<file path="src/rtl/rsr_pkg.sv">
package rsr_pkg;

    localparam int REG_W   = 8;
    localparam int ADDR_W  = 4;
    localparam int NUM_REG = 1 << ADDR_W;
    localparam int IMG_W   = NUM_REG * REG_W;

    typedef logic [REG_W-1:0]  byte_t;
    typedef logic [ADDR_W-1:0] addr_t;

    typedef enum logic [1:0] {
        PH_CMD  = 2'd0,
        PH_WR   = 2'd1,
        PH_RD   = 2'd2,
        PH_SKIP = 2'd3
    } phase_e;

    typedef struct packed {
        logic  valid;
        addr_t addr;
        byte_t data;
    } wbyte_t;

    // bits that physically exist in each register
    function automatic byte_t impl_mask(input addr_t a);
        case (a)
            4'd0:    impl_mask = 8'hA6;
            4'd3:    impl_mask = 8'h7F;
            4'd4:    impl_mask = 8'h3F;
            4'd5:    impl_mask = 8'h3F;
            4'd6:    impl_mask = 8'h07;
            4'd7:    impl_mask = 8'h1F;
            4'd10:   impl_mask = 8'hBF;
            4'd11:   impl_mask = 8'hBF;
            4'd12:   impl_mask = 8'h87;
            4'd14:   impl_mask = 8'h7B;
            default: impl_mask = 8'hFF;
        endcase
    endfunction

    function automatic logic [IMG_W-1:0] image_mask();
        logic [IMG_W-1:0] m;
        m = '0;
        for (int i = 0; i < NUM_REG; i++) begin
            m[i*REG_W +: REG_W] = impl_mask(addr_t'(i));
        end
        return m;
    endfunction

    // power-up contents
    function automatic byte_t hard_value(input addr_t a);
        case (a)
            4'd2, 4'd9, 4'd10, 4'd11, 4'd12: hard_value = 8'h80;
            4'd14:                           hard_value = 8'h03;
            default:                         hard_value = 8'h00;
        endcase
    endfunction

    // contents after the guarded software reset
    function automatic byte_t soft_value(input addr_t a, input byte_t cur);
        case (a)
            4'd0, 4'd1, 4'd13:        soft_value = 8'h00;
            4'd9, 4'd10, 4'd11, 4'd12: soft_value = cur | 8'h80;
            4'd14:                    soft_value = 8'h03;
            default:                  soft_value = cur;
        endcase
    endfunction

endpackage

</file>
<file path="src/rtl/rsr_sync.sv">
module rsr_sync #(
    parameter int STAGES = 2
) (
    input  logic clk,
    input  logic rst,
    input  logic din,
    output logic q,
    output logic rise,
    output logic fall
);
    logic [STAGES-1:0] chain;
    logic              prev;

    always_ff @(posedge clk) begin
        if (rst) begin
            chain <= '0;
            prev  <= 1'b0;
        end else begin
            chain <= {chain[STAGES-2:0], din};
            prev  <= chain[STAGES-1];
        end
    end

    assign q    = chain[STAGES-1];
    assign rise = chain[STAGES-1] & ~prev;
    assign fall = ~chain[STAGES-1] & prev;
endmodule

</file>
<file path="src/rtl/rsr_frame.sv">
module rsr_frame
    import rsr_pkg::*;
#(
    parameter logic [2:0] SUB_ADDR = 3'b001
) (
    input  logic   clk,
    input  logic   rst,
    input  logic   ce,
    input  logic   scl_rise,
    input  logic   scl_fall,
    input  logic   sdi,
    input  byte_t  rd_data,
    output addr_t  cur_addr,
    output logic   sdo,
    output logic   sdo_en,
    output wbyte_t wb,
    output logic   rd_pulse,
    output addr_t  rd_pulse_addr
);
    localparam int CNT_W = $clog2(REG_W);

    phase_e             phase;
    logic [CNT_W-1:0]   bit_cnt;
    byte_t              shreg;
    addr_t              addr_q;
    logic               sdo_q;
    byte_t              full;

    assign full = {shreg[REG_W-2:0], sdi};

    always_ff @(posedge clk) begin
        if (rst) begin
            phase         <= PH_CMD;
            bit_cnt       <= '0;
            shreg         <= '0;
            addr_q        <= '0;
            sdo_q         <= 1'b0;
            wb            <= '0;
            rd_pulse      <= 1'b0;
            rd_pulse_addr <= '0;
        end else begin
            wb.valid <= 1'b0;
            rd_pulse <= 1'b0;
            if (!ce) begin
                phase   <= PH_CMD;
                bit_cnt <= '0;
            end else begin
                if (scl_rise) begin
                    shreg   <= full;
                    bit_cnt <= bit_cnt + 1'b1;
                    if (bit_cnt == CNT_W'(REG_W - 1)) begin
                        case (phase)
                            PH_CMD: begin
                                if (full[6:4] == SUB_ADDR) begin
                                    addr_q <= full[ADDR_W-1:0];
                                    if (full[7]) begin
                                        phase         <= PH_RD;
                                        rd_pulse      <= 1'b1;
                                        rd_pulse_addr <= full[ADDR_W-1:0];
                                    end else begin
                                        phase <= PH_WR;
                                    end
                                end else begin
                                    phase <= PH_SKIP;
                                end
                            end
                            PH_WR: begin
                                wb.valid <= 1'b1;
                                wb.addr  <= addr_q;
                                wb.data  <= full;
                                addr_q   <= addr_q + 1'b1;
                            end
                            PH_RD: begin
                                addr_q <= addr_q + 1'b1;
                            end
                            default: ;
                        endcase
                    end
                end
                if (scl_fall && phase == PH_RD) begin
                    sdo_q <= rd_data[~bit_cnt];
                end
            end
        end
    end

    assign cur_addr = addr_q;
    assign sdo      = sdo_q;
    assign sdo_en   = ce && (phase == PH_RD);
endmodule

</file>
<file path="src/rtl/rsr_bank.sv">
module rsr_bank
    import rsr_pkg::*;
#(
    parameter logic [7:0] SRST_CODE = 8'h58
) (
    input  logic              clk,
    input  logic              rst,
    input  wbyte_t            wb,
    input  addr_t             rd_addr,
    output byte_t             rd_data,
    output logic [IMG_W-1:0]  image,
    output logic              wr_stb,
    output addr_t             wr_addr,
    output byte_t             wr_data,
    output logic              soft_rst
);
    byte_t mem [NUM_REG];
    logic  is_code;

    assign is_code = (wb.addr == '0) && (wb.data == SRST_CODE);

    always_ff @(posedge clk) begin
        if (rst) begin
            for (int i = 0; i < NUM_REG; i++) mem[i] <= hard_value(addr_t'(i));
            wr_stb   <= 1'b0;
            wr_addr  <= '0;
            wr_data  <= '0;
            soft_rst <= 1'b0;
        end else begin
            wr_stb   <= 1'b0;
            soft_rst <= 1'b0;
            if (wb.valid) begin
                if (is_code) begin
                    for (int i = 0; i < NUM_REG; i++)
                        mem[i] <= soft_value(addr_t'(i), mem[i]);
                    soft_rst <= 1'b1;
                end else begin
                    mem[wb.addr] <= wb.data & impl_mask(wb.addr);
                    wr_stb       <= 1'b1;
                    wr_addr      <= wb.addr;
                    wr_data      <= wb.data & impl_mask(wb.addr);
                end
            end
        end
    end

    assign rd_data = mem[rd_addr];

    for (genvar g = 0; g < NUM_REG; g++) begin : g_img
        assign image[g*REG_W +: REG_W] = mem[g];
    end
endmodule

</file>
<file path="src/rtl/rtc_spi_regs.sv">
module rtc_spi_regs
    import rsr_pkg::*;
#(
    parameter int         SYNC_STAGES = 2,
    parameter logic [2:0] SUB_ADDR    = 3'b001,
    parameter logic [7:0] SRST_CODE   = 8'h58
) (
    input  logic         clk,
    input  logic         rst,
    input  logic         spi_ce,
    input  logic         spi_scl,
    input  logic         spi_sdi,
    output logic         spi_sdo,
    output logic         spi_sdo_en,
    output logic         wr_stb,
    output logic [3:0]   wr_addr,
    output logic [7:0]   wr_data,
    output logic         rd_stb,
    output logic [3:0]   rd_addr,
    output logic         soft_rst,
    output logic [127:0] reg_image
);
    localparam int NPIN = 3;

    logic [NPIN-1:0] pin_raw, pin_q, pin_rise, pin_fall;
    assign pin_raw = {spi_sdi, spi_scl, spi_ce};

    for (genvar g = 0; g < NPIN; g++) begin : g_sync
        rsr_sync #(.STAGES(SYNC_STAGES)) u_sync (
            .clk  (clk),
            .rst  (rst),
            .din  (pin_raw[g]),
            .q    (pin_q[g]),
            .rise (pin_rise[g]),
            .fall (pin_fall[g])
        );
    end

    wbyte_t wb;
    addr_t  cur_addr;
    byte_t  rd_data;

    rsr_frame #(.SUB_ADDR(SUB_ADDR)) u_frame (
        .clk           (clk),
        .rst           (rst),
        .ce            (pin_q[0]),
        .scl_rise      (pin_rise[1]),
        .scl_fall      (pin_fall[1]),
        .sdi           (pin_q[2]),
        .rd_data       (rd_data),
        .cur_addr      (cur_addr),
        .sdo           (spi_sdo),
        .sdo_en        (spi_sdo_en),
        .wb            (wb),
        .rd_pulse      (rd_stb),
        .rd_pulse_addr (rd_addr)
    );

    rsr_bank #(.SRST_CODE(SRST_CODE)) u_bank (
        .clk      (clk),
        .rst      (rst),
        .wb       (wb),
        .rd_addr  (cur_addr),
        .rd_data  (rd_data),
        .image    (reg_image),
        .wr_stb   (wr_stb),
        .wr_addr  (wr_addr),
        .wr_data  (wr_data),
        .soft_rst (soft_rst)
    );
endmodule

</file>
<file path="config.mk">
export PLATFORM = sky130hd
export DESIGN_NAME = rtc_spi_regs
export DESIGN_NICKNAME = d
export VERILOG_FILES = /design/src/rtl/rsr_pkg.sv /design/src/rtl/rsr_sync.sv /design/src/rtl/rsr_frame.sv /design/src/rtl/rsr_bank.sv /design/src/rtl/rtc_spi_regs.sv
export SDC_FILE = /design/constraint.sdc
export NUM_CORES = 1
export LEC_CHECK = 0
export BUFFER_PORTS_ARGS = -buffer_cell sky130_fd_sc_hd__clkbuf_2
export CAP_MARGIN = 40
export CORE_UTILIZATION = 45
export CTS_BUF_LIST = sky130_fd_sc_hd__clkbuf_2 sky130_fd_sc_hd__clkbuf_4 sky130_fd_sc_hd__clkbuf_8
export DETAILED_ROUTE_END_ITERATION = 10
export GPL_TIMING_DRIVEN = 0
export PLACE_DENSITY = 0.69
export SLEW_MARGIN = 5
export SYNTH_ARGS = -nofsm -noshare
export SYNTH_HDL_FRONTEND = slang
export SYNTH_SLANG_ARGS = --single-unit
export TNS_END_PERCENT = 20
</file>
<file path="constraint.sdc">
create_clock -name clk -period 2.35 [get_ports clk]
set_clock_uncertainty 0.15 [all_clocks]
set_input_delay 0.3525 -clock clk [delete_from_list [all_inputs] [get_ports clk]]
set_output_delay 0.3525 -clock clk [all_outputs]
set_load 0.005 [all_outputs]
</file>
# Word-level counts from Yosys, hierarchy flattened
# Memories as Yosys holds them, arrays and structs flattened. A register that Yosys moved wholly into a read port is not among the register bits.
# Index checks and enable logic that the tools add are counted.
# classes
add_sub_neg	2
order_cmp	1
n_eq_ne	6
muxes	94
bitwise	29
n_reduce_logical	18
# op_table
operator	count
$mux W8	68
$mux W4	8
$and A8 B8 Y8	2
$or A1 B1 Y1	16
$mux W1	13
$mux W13	1
$eq A8 B7 Y1 const B	1
$not A1 Y1	8
$pmux W4 S2	1
$reduce_or A8 Y1	1
$reduce_and A2 Y1	3
$reduce_and A6 Y1	1
$reduce_or A6 Y1	1
$reduce_and A5 Y1	1
$add A4 B1 Y4 const B	1
$logic_not A4 Y1	1
$lt A3 B4 Y1 const B	1
$mux W2	2
$reduce_and A4 Y1	1
$reduce_or A2 Y1	2
$reduce_or A4 Y1	1
$add A3 B1 Y3 const B	1
$bmux W1 S3	1
$eq A3 B1 Y1 const B	1
other kinds (10)	13
# word_totals
regBits	56
ramBits	128
mem_bits_ro	224
input_bits	5
out_inout_bits	149
elab_cells	171
n_memories	3
# mem_list
memory	words	word_bits	read_ports	rd_ports_with_merged_regs	write_ports	line	text
u_bank.mem	16	8	17	1	16	rsr_bank.sv:17	byte_t mem [NUM_REG];
(no name shown)	16	7	1	1	0	rsr_pkg.sv:26	case (a)
(no name shown)	16	7	1	1	0	rsr_pkg.sv:26	

# Depth between registers and ports, before layout
# Gate-level depths: netlist of run 1.
# depth
ltp_word	8
mapped_depth	10
mapped_depth_nobuf	9

# Hierarchy
# From an unflattened synthesis of run 1, not the netlist that was laid out.
# unflattened
cells_unflattened	653
hier_area_um2	7993.9
# by_module_without_submodules
module	n_inst	cells_each	area_each_um2	seq_area_each_um2
rsr_bank	1	460	6233.5	4124.0
rsr_frame	1	169	1486.4	700.7
rsr_sync	3	8	91.3	60.1

# Worst setup path after synthesis of run 1
# No wires, ideal clock.
# synth_timing
path_kind	register -> register
startpoint	reg u_frame.bit_cnt[0]
endpoint	reg with a tool-made name
setup_time_ns	0.140
arrival_time_ns	1.998
required_ns	2.060
setup_slack_ns	0.062
stages_incl_launch_ff	11
path_buffers	1
synth_period_minus_slack_ns	2.288
cell_sequence	dfxtp_1 > ha_1 > ha_1 > nand4b_1 > or2_1 > clkbuf_1 > mux2i_1 > or2_2 > inv_1 > and2_1 > nand3_1
# synth_lines
element	line	text
from (decl)	rsr_frame.sv:23	logic [CNT_W-1:0] bit_cnt;
from (signal assigned)	rsr_frame.sv:50	bit_cnt <= bit_cnt + 1'b1;

==> results of run 1 <==
[cell type report]
type | instances | area [um2] | area share, %
Inverter | 11 | 41.3 | 0.402
Clock inverter | 13 | 183 | 1.78
Multi-Input combinational cell | 440 | 3110 | 30.3
Buffer | 40 | 236 | 2.30
Tap cell | 229 | 287 | 2.79
Sequential cell | 194 | 5180 | 50.4
Timing Repair Buffer | 177 | 986 | 9.60
Clock buffer | 19 | 249 | 2.43
[tightest hold or removal path, delay by kind of cell]
family | cells | cell delay (ps)
buf+inv | 2 | 280
simple gates | 1 | 120
[what timing repair did]
item	in CTS	in global routing
endpoints found under the setup margin	133	152
buffers inserted	3	16
resized for setup	34	45
cloned	0	1
hold buffers	3	1
pin swaps	5	7
hold endpoints to repair	3	1
[cells in the mapped netlist (2+ instances only)]
| cell | number |
|---|---|
| nor2_1 | 175 |
| nand3_1 | 22 |
| ha_1 | 6 |
| a21oi_1 | 23 |
| nand3b_1 | 4 |
| mux4_2 | 16 |
| nor4bb_1 | 2 |
| nand2b_1 | 14 |
| buf_6 | 2 |
| or2_2 | 2 |
| dfxtp_1 | 66 |
| and3_1 | 2 |
| nor2b_1 | 17 |
| a31oi_1 | 4 |
| clkbuf_1 | 24 |
| nor3_1 | 4 |
| a211oi_1 | 3 |
| mux2i_1 | 39 |
| buf_2 | 11 |
| and4b_1 | 2 |
| or3_1 | 2 |
| nand2_1 | 52 |
| a22oi_1 | 4 |
| o21ai_0 | 3 |
| mux4_1 | 11 |
| nor4_1 | 2 |
| a2111oi_0 | 2 |
| a2111oi_2 | 3 |
| edfxtp_1 | 128 |
| nand4_1 | 4 |
| inv_1 | 11 |
| and2_1 | 4 |
[power by group through the flow]
stage,clock network [mW],registers (mW),logic [mW]
3_5_place_dp,0,3.85,0.245
6_report,2.37,3.77,0.259
5_1_grt,2.49,3.77,0.283
4_1_cts,2.37,3.77,0.255
2_1_floorplan,0,3.83,0.100
3_3_place_gp,0,3.85,0.243
[how the worst min path moves through the flow]
stage / depth (start not counted) / start / slack, ps / to
final: 3 / rst / 200 / u_bank.wr_stb
after global routing: 3 / rst / 190 / u_bank.wr_stb
after CTS: 2 / rst / 30 / u_frame.wb[10]
after detailed placement: 1 / g_sync[1].u_sync.chain[0] / 290 / g_sync[1].u_sync.chain[1]
after global placement: 1 / g_sync[0].u_sync.chain[0] / 270 / g_sync[0].u_sync.chain[1]
after floorplan: 1 / g_sync[0].u_sync.chain[0] / 260 / g_sync[0].u_sync.chain[1]
[logic make-up after synthesis]
family | count (synthesis) | share of synthesized area (%)
flip-flops | 194 | 62.1
XOR/XNOR | 1 | 0.105
AND/OR/NAND/NOR | 316 | 17.2
multiplexers | 68 | 12.8
AO/OA/AOI/OAI | 49 | 3.86
buffers and inverters | 52 | 3.07
adder cells (fa/ha/maj) | 6 | 0.902
[registers in the layout, summed over array words and instances (netlist names), named ones only]
name,cells
u_bank.wr_addr,4
u_frame.shreg,7
u_frame.rd_pulse_addr,4
u_bank.mem,128
g_sync.u_sync.chain,6
u_frame.phase,2
u_bank.soft_rst,1
u_frame.bit_cnt,3
u_bank.wr_stb,1
u_frame.sdo,1
g_sync.u_sync.prev,1
u_bank.wr_data,8
u_frame.cur_addr,4
u_frame.wb,13
u_frame.rd_pulse,1
[layer usage]
metal  global-route usage, %  share of wire (%)
met1                    36.1                 41
met2                    39.0                 47
met3                    6.76                9.4
met4                    7.61                1.7
met5                       0                  0
[metrics by stage]
step,area [um2],TNS [ps],power [mW],setup slack (ps),instances
4_1_cts,9930,-2360,6.39,-125,1105
3_5_place_dp,9370,-25650,4.09,-391,1068
5_1_grt,10300,-5700,6.55,-169,1123
6_report,10300,-1390,6.39,-130,1123
3_3_place_gp,9370,-25660,4.09,-437,1068
2_1_floorplan,8320,0,3.93,62.3,686
==> parameters.txt, run 1 <==
Parameter                              Value

Yosys
  Netlist Area Pre-Place ... 0.00832 mm2
  Synthesized netlist cell count ... 686
  EDFF count, synth ... 128
  Count of synthesis-stage warnings from yosys ... 0
  Post-synthesis area per instance ... 12.1 um2
  Largest area contributor in the synthesized netlist ... edfxtp_1
  Async set or reset register ratio after synthesis ... 0%
  Mapped Nets ... 697
  Most used flip-flop cell after synthesis ... edfxtp_1
  Share of the synthesized area in the top cell type ... 46.2%
  Synth Register Bits ... 194
  Count of distinct cell types in the synthesized netlist ... 54
  Seq/Total Area, Yosys ... 62.1%
  Leading cell types by total area after synthesis ... edfxtp_1, dfxtp_1, nor2_1, mux2i_1, mux4_2

Worst setup path
  Worst-path maximum fanout ... 10
  Reg2reg start ... u_frame.wb[11]
  CP top delay family ... simple AND/OR/NAND/NOR gates
  End point of the critical path ... u_bank.mem[8][1]
  Crit path max-delay cell type ... nand3_1
  Combined buffer and inverter count along the critical path ... 2
  R2R Setup Slk ... -130 ps
  Nature of the critical path startpoint ... flip-flop
  Critical path, cell by cell ... clkbuf_2 > nor2b_1 > clkbuf_1 > nand3_1 > nand2b_2
  Largest incremental delay on the critical path ... 470 ps
  Data arrival time of the critical path ... 2490 ps
  Worst R2R End ... u_bank.mem[8][1]
  Worst setup path startpoint ... u_frame.wb[11]
  R2R depth ... 5
  Worst Setup Path Type ... flip-flop to flip-flop
  Kind of capture point of the worst setup path ... flip-flop
  WP data required ... 2360 ps
  Worst path depth ... 5

Timing
  Total setup violations reported at the end of the flow ... 17
  Maximum operating frequency ... 403 MHz
  Transition time at the pin with the least slew margin ... 816 ps
  Final min period ... 2480 ps
  Setup repair after global routing missed its margin ... true
  Pins over their slew limit ... 0
  Rel. slew slack ... 45.6%
  PnR worst setup slack ... -130 ps
  Final Hold Fails ... 0
  Worst hold margin ... 203 ps
  Tcrit/Tclk final ... 106%

Floorplanning
  Count of boundary I/O pins ... 154
  Initial Util ... 46.2%
  Chip height ... 138 um
  Overall die area ... 0.0190 mm2
  Floorplan Core Area ... 0.0180 mm2
  Count of standard-cell rows ... 49
  Width of the chip ... 138 um

Pwr
  Switching share of total power ... 21.8%
  Combinational group share of total power ... 4.1%
  Power per unit of standard cell area ... 623 mW/mm2
  VDD IR max ... 0.000365 V
  Sequential share of power ... 58.9%
  Leakage dissipation ... 3.83 nW
  Cell Int Power ... 5.00 mW
  Sw Pwr ... 1.39 mW
  Clock network fraction of total power ... 37.0%

Finish
  Count of antenna diodes in the layout ... 0
  Most frequent cells in the layout ... nor2_1, clkbuf_2, edfxtp_1
  Final standard cell utilization of the core ... 57.0%
  P&R area growth vs syn ... 23.4%
  Fill cell instance count of the final layout ... 1485
  Fraction of layout instances using a drive strength above 1 ... 33.7%
  Number of nets at the end of the flow ... 892
  Most common cell after layout, fill and taps aside ... nor2_1

Route
  Via-per-instance ratio ... 5.64
  Wire length reported by the detailed router ... 24600 um
  Routed len/inst ... 21.9 um
  Pre-antenna DRT Iters ... 8
  Total number of vias ... 6336
  DRC violations left ... 0
  DRT antenna net count ... 0
  Violation count after the first detailed-route iteration ... 697

Flow run
  Max-Cap Viols ... 0

Clock tree
  Root buffer cell ... clkbuf_8
  Clock buffers created by TritonCTS ... 17
  Number of clock sinks ... 194
  Clk pin slew, worst setup/hold paths ... 90 ps
  CTS tree ... yes
  Maximum buffer depth of the clock tree ... 2
  Later-pin clock latency in the skew report ... 480 ps
  H-tree Lvls ... 4

Global route
  Vias in the first global route ... 5734
  Pin count of the biggest net entering global routing ... 17
  Remaining global-route overflow ... 0
  Wire length of the first global-routing pass ... 34300 um
  Initial antenna violation count ... 0
  Total global-route track usage ... 25.7%

Place
  Weighted congestion reported at the end of routability-driven placement ... 0.867
  Sum of net half-perimeters after detailed placement ... 17400 um
  Count of port buffers added during placement ... 153

Run status
  Status ... finished with violations
  Violations in the final reports ... negative setup slack

Worst hold path
  HP Class ... input pin to flip-flop
(Power assumes the default switching activity.)
==> run 2: changes to the inputs <==
--- a/config.mk
+++ b/config.mk
@@ -5,13 +5,13 @@
 export SDC_FILE = /design/constraint.sdc
 export NUM_CORES = 1
 export LEC_CHECK = 0
+export ABC_AREA = 1
 export BUFFER_PORTS_ARGS = -buffer_cell sky130_fd_sc_hd__clkbuf_2
 export CAP_MARGIN = 40
 export CORE_UTILIZATION = 45
 export CTS_BUF_LIST = sky130_fd_sc_hd__clkbuf_2 sky130_fd_sc_hd__clkbuf_4 sky130_fd_sc_hd__clkbuf_8
 export DETAILED_ROUTE_END_ITERATION = 10
-export GPL_TIMING_DRIVEN = 0
-export PLACE_DENSITY = 0.69
+export PLACE_DENSITY = 0.67
 export SLEW_MARGIN = 5
 export SYNTH_ARGS = -nofsm -noshare
 export SYNTH_HDL_FRONTEND = slang
==> constraint.sdc (replaced) <==
create_clock -name clk -period 2.66 [get_ports clk]
set_clock_uncertainty 0.15 [all_clocks]
set_input_delay 0.399 -clock clk [delete_from_list [all_inputs] [get_ports clk]]
set_output_delay 0.399 -clock clk [all_outputs]
set_load 0.005 [all_outputs]
==> run 2 against run 1 <==
The flow now finishes without violations. Combinational power decreased by 16%. Clock power decreased by 15%. Synthesized cell count increased by 33%. Critical path depth increased by 7. Via count increased by 10%. Sequential power decreased by 11%. Area after synthesis increased by 1.9%. Cell count increased by 16%. Power decreased by 13%. Worst setup slack improved by 550 ps. Sequential share of layout area increased by 1.5 points. Design area decreased by 3.0%. Critical path type unchanged. Highest routed layer unchanged.
==> parameters.txt, run 2 <==
Parameter                              Value

Yosys
  Netlist Area Pre-Place ... 0.00848 mm2 (+1.9%)
  Arithmetic-cell share of the synthesized area counting full adders, half adders and majority gates ... 0.885% (-0.017 points)
  Most frequent cells after synthesis ... nand2_1, nor2_1, nand3_1, edfxtp_1, dfxtp_1
  Combinational family with the most area after synthesis ... simple AND/OR/NAND/NOR gates
  Leading cell types by total area after synthesis ... edfxtp_1, dfxtp_1, nand2_1, nand3_1, nor2_1
  Count of distinct cell types in the synthesized netlist ... 36 (-33%)
  Seq/Total Area, Yosys ... 60.9% (-1.2 points)
  Synth Register Bits ... 194 (unchanged)
  Most used flip-flop cell after synthesis ... edfxtp_1
  Share of the synthesized area in the top cell type ... 45.3% (-0.87 points)
  Synthesized netlist cell count ... 909 (+33%)
  Area fraction in compound gates after synthesis ... 4.41% (+0.55 points)
  Top-count cell post-synth ... nand2_1
  Multiplexer fraction of the synthesized cell area ... 0% (-13 points)
  Mapped Nets ... 920 (+32%)
  Post-synthesis area per instance ... 9.33 um2 (-23%)
  Largest area contributor in the synthesized netlist ... edfxtp_1
  EDFF count, synth ... 128 (unchanged)
  Async set or reset register ratio after synthesis ... 0% (unchanged)
  XOR/XNOR Fraction of Synth Area ... 0.207% (+0.10 points)
  Synthesized-area fraction occupied by and/or/nand/nor cells ... 28.8% (+12 points)
  Count of synthesis-stage warnings from yosys ... 0 (unchanged)

Worst setup path
  CP top delay family ... simple AND/OR/NAND/NOR gates
  Worst-path maximum fanout ... 14 (+4)
  R2R depth ... 12 (+7)
  Kind of capture point of the worst setup path ... flip-flop
  Nature of the critical path startpoint ... flip-flop
  Worst path depth ... 12 (+7)
  Largest incremental delay on the critical path ... 440 ps (-30 ps)
  Reg2reg start ... u_frame.bit_cnt[0]
  Data arrival time of the critical path ... 2510 ps (+20 ps)
  R2R Setup Slk ... 420 ps (+550 ps)
  Worst setup path startpoint ... u_frame.bit_cnt[0]
  Combined buffer and inverter count along the critical path ... 3 (+1)
  Crit path max-delay cell type ... dfxtp_1
  Critical path, cell by cell ... ha_1 > ha_1 > nand2_1 > nor2_8 > inv_2 > nor2_1 > nor3_4 > inv_2 > nand2_1 > inv_1 > o21ai_1 > o21ai_1
  Worst Setup Path Type ... flip-flop to flip-flop
  WP data required ... 2930 ps (+570 ps)

Floorplanning
  Width of the chip ... 139 um (+0.95%)
  Chip height ... 139 um (+0.95%)
  Overall die area ... 0.0194 mm2 (+1.9%)
  Count of boundary I/O pins ... 154 (unchanged)
  Floorplan Core Area ... 0.0182 mm2 (+1.0%)
  Count of standard-cell rows ... 49 (unchanged)
  Initial Util ... 46.6% (+0.41 points)

Global route
  Pin count of the biggest net entering global routing ... 35 (+18)
  Vias in the first global route ... 6360 (+11%)
  Total global-route track usage ... 25.3% (-0.43 points)
  Initial antenna violation count ... 0 (unchanged)
  Remaining global-route overflow ... 0 (unchanged)
  Wire length of the first global-routing pass ... 36400 um (+5.9%)

Timing
  Setup repair after global routing missed its margin ... false
  Total setup violations reported at the end of the flow ... 0 (-17)
  Transition time at the pin with the least slew margin ... 708 ps (-108 ps)
  Pins over their slew limit ... 0 (unchanged)
  PnR worst setup slack ... 417 ps (+547 ps)
  Rel. slew slack ... 52.7% (+7.1 points)
  Total negative slack ... 0 ps (+1390 ps)
  Final Hold Fails ... 0 (unchanged)
  Worst hold margin ... 20.5 ps (-182 ps)
  Maximum operating frequency ... 446 MHz (+11%)
  Final min period ... 2240 ps (-237 ps)
  Tcrit/Tclk final ... 84.3% (-21 points)

Route
  Via-per-instance ratio ... 5.35 (-5.2%)
  DRC violations left ... 0 (unchanged)
  Routed len/inst ... 18.6 um (-15%)
  Pre-antenna DRT Iters ... 5 (-3)
  Wire length reported by the detailed router ... 24200 um (-1.3%)
  Violation count after the first detailed-route iteration ... 703 (+0.86%)
  Total number of vias ... 6972 (+10%)
  DRT antenna net count ... 0 (unchanged)

Run status
  Status ... completed

Flow run
  Max-Cap Viols ... 0 (unchanged)

Finish
  Non-filler cells, final ... 1304 (+16%)
  Count of antenna diodes in the layout ... 0 (unchanged)
  Fill cell instance count of the final layout ... 1669 (+12%)
  Most common cell after layout, fill and taps aside ... nand2_1
  Top flop regs ... u_bank.mem (128), u_frame.wb (13), u_bank.wr_data (8)
  Most frequent cells in the layout ... nand2_1, nor2_1, clkbuf_2
  Reg with most FFs ... u_bank.mem
  Fraction of layout instances using a drive strength above 1 ... 24.1% (-9.6 points)
  P&R area growth vs syn ... 17.4%
  Flip-flop count of the largest register, all copies and words added ... 128 (unchanged)
  Number of nets at the end of the flow ... 1073 (+20%)

Pwr
  Leakage dissipation ... 4.09 nW (+7.0%)
  Power per unit of standard cell area ... 562 mW/mm2 (-9.8%)
  Final Total Pwr ... 5.59 mW (-13%)
  VDD IR max ... 0.000299 V (-18%)

Place
  Number of cells in the design after placement ... 1269 (+19%)
  Weighted congestion reported at the end of routability-driven placement ... 0.868 (about the same)
  Sum of net half-perimeters after detailed placement ... 17600 um (+1.1%)
  Placement Setup Slack ... 445 ps (+835 ps)
  Count of port buffers added during placement ... 153 (unchanged)

Clock tree
  Count of buffers added by post-CTS timing repair for setup ... 0 (-3)
  Root buffer cell ... clkbuf_8
  Later-pin clock latency in the skew report ... 480 ps (about the same)
  Number of resized instances in the post-cts repair step ... 0 (-100%)
  H-tree Lvls ... 4 (unchanged)
  Number of clock sinks ... 194 (unchanged)
  Clock buffers created by TritonCTS ... 17 (unchanged)
  CTS tree ... yes
  Maximum buffer depth of the clock tree ... 2 (unchanged)
  Number of buffers added to fix hold violations after cts ... 3 (unchanged)
  Clk pin slew, worst setup/hold paths ... 100 ps (about the same)

Worst hold path
  HP Class ... input pin to flip-flop
-- run 2: worst min-delay path by stage --
| stage | from | to | slack [ps] | cells after the start |
|---|---|---|---|---|
| 4_1_cts | rst | u_bank.wr_stb | 3 | 2 |
| 5_1_grt | rst | u_bank.wr_stb | 40 | 2 |
| 6_report | rst | u_bank.wr_stb | 20 | 2 |
| 3_3_place_gp | g_sync[1].u_sync.chain[0] | g_sync[1].u_sync.chain[1] | 240 | 2 |
| 2_1_floorplan | g_sync[0].u_sync.chain[0] | g_sync[0].u_sync.chain[1] | 240 | 2 |
| 3_5_place_dp | g_sync[2].u_sync.chain[0] | g_sync[2].u_sync.chain[1] | 250 | 2 |
-- run 2: final cells by class --
class | count | area, um2 | area share (%)
clock inverters | 14 | 168 | 1.68
flip-flops and latches | 194 | 5170 | 51.9
well taps | 229 | 287 | 2.88
repair buffers | 176 | 993 | 9.98
inverters | 49 | 184 | 1.85
clock buffers | 18 | 248 | 2.49
multi-input cells | 624 | 2910 | 29.2
-- run 2: stage by stage --
stage / instance area (um2) / utilization [%]
detailed placement: 9510 / 52.2
finish: 9950 / 54.7
CTS: 9950 / 54.7
global placement: 9440 / 51.8
global route: 9950 / 54.7
floorplan: 8480 / -
-- run 2: layer usage --
| metal | global-route usage (%) | share of wire (%) |
|---|---|---|
| met4 | 9.53 | 2.5 |
| met1 | 34.6 | 43 |
| met2 | 39.8 | 46 |
| met5 | 0 | 0 |
| met3 | 4.85 | 8.2 |
-- run 2: cells by family after synthesis --
kind of cell	after synthesis
AOI/OAI and AO/OA	68
xor gates and xnor gates	2
adders and majority gates	6
buffers and inverters	91
DFF	194
and+or+nand+nor	548
-- run 2: power by group --
| group | total (mW) | internal [mW] | leakage [nW] | switching, mW |
|---|---|---|---|---|
| combinational | 0.217 | 0.0855 | 2.11 | 0.131 |
| sequential | 3.36 | 3.29 | 1.77 | 0.0713 |
| clock | 2.01 | 0.896 | 0.214 | 1.12 |
| total | 5.59 | 4.27 | 4.09 | 1.32 |
-- run 2: worst reg2reg max path, cell delays in order (launching register included) --
cell and delay [ps]:
dfxtp_1 440, ha_1 200, ha_1 200, nand2_1 140, nor2_8 250, inv_2 160, nor2_1 230, nor3_4 90
inv_2 80, nand2_1 60, inv_1 70, o21ai_1 60, o21ai_1 70
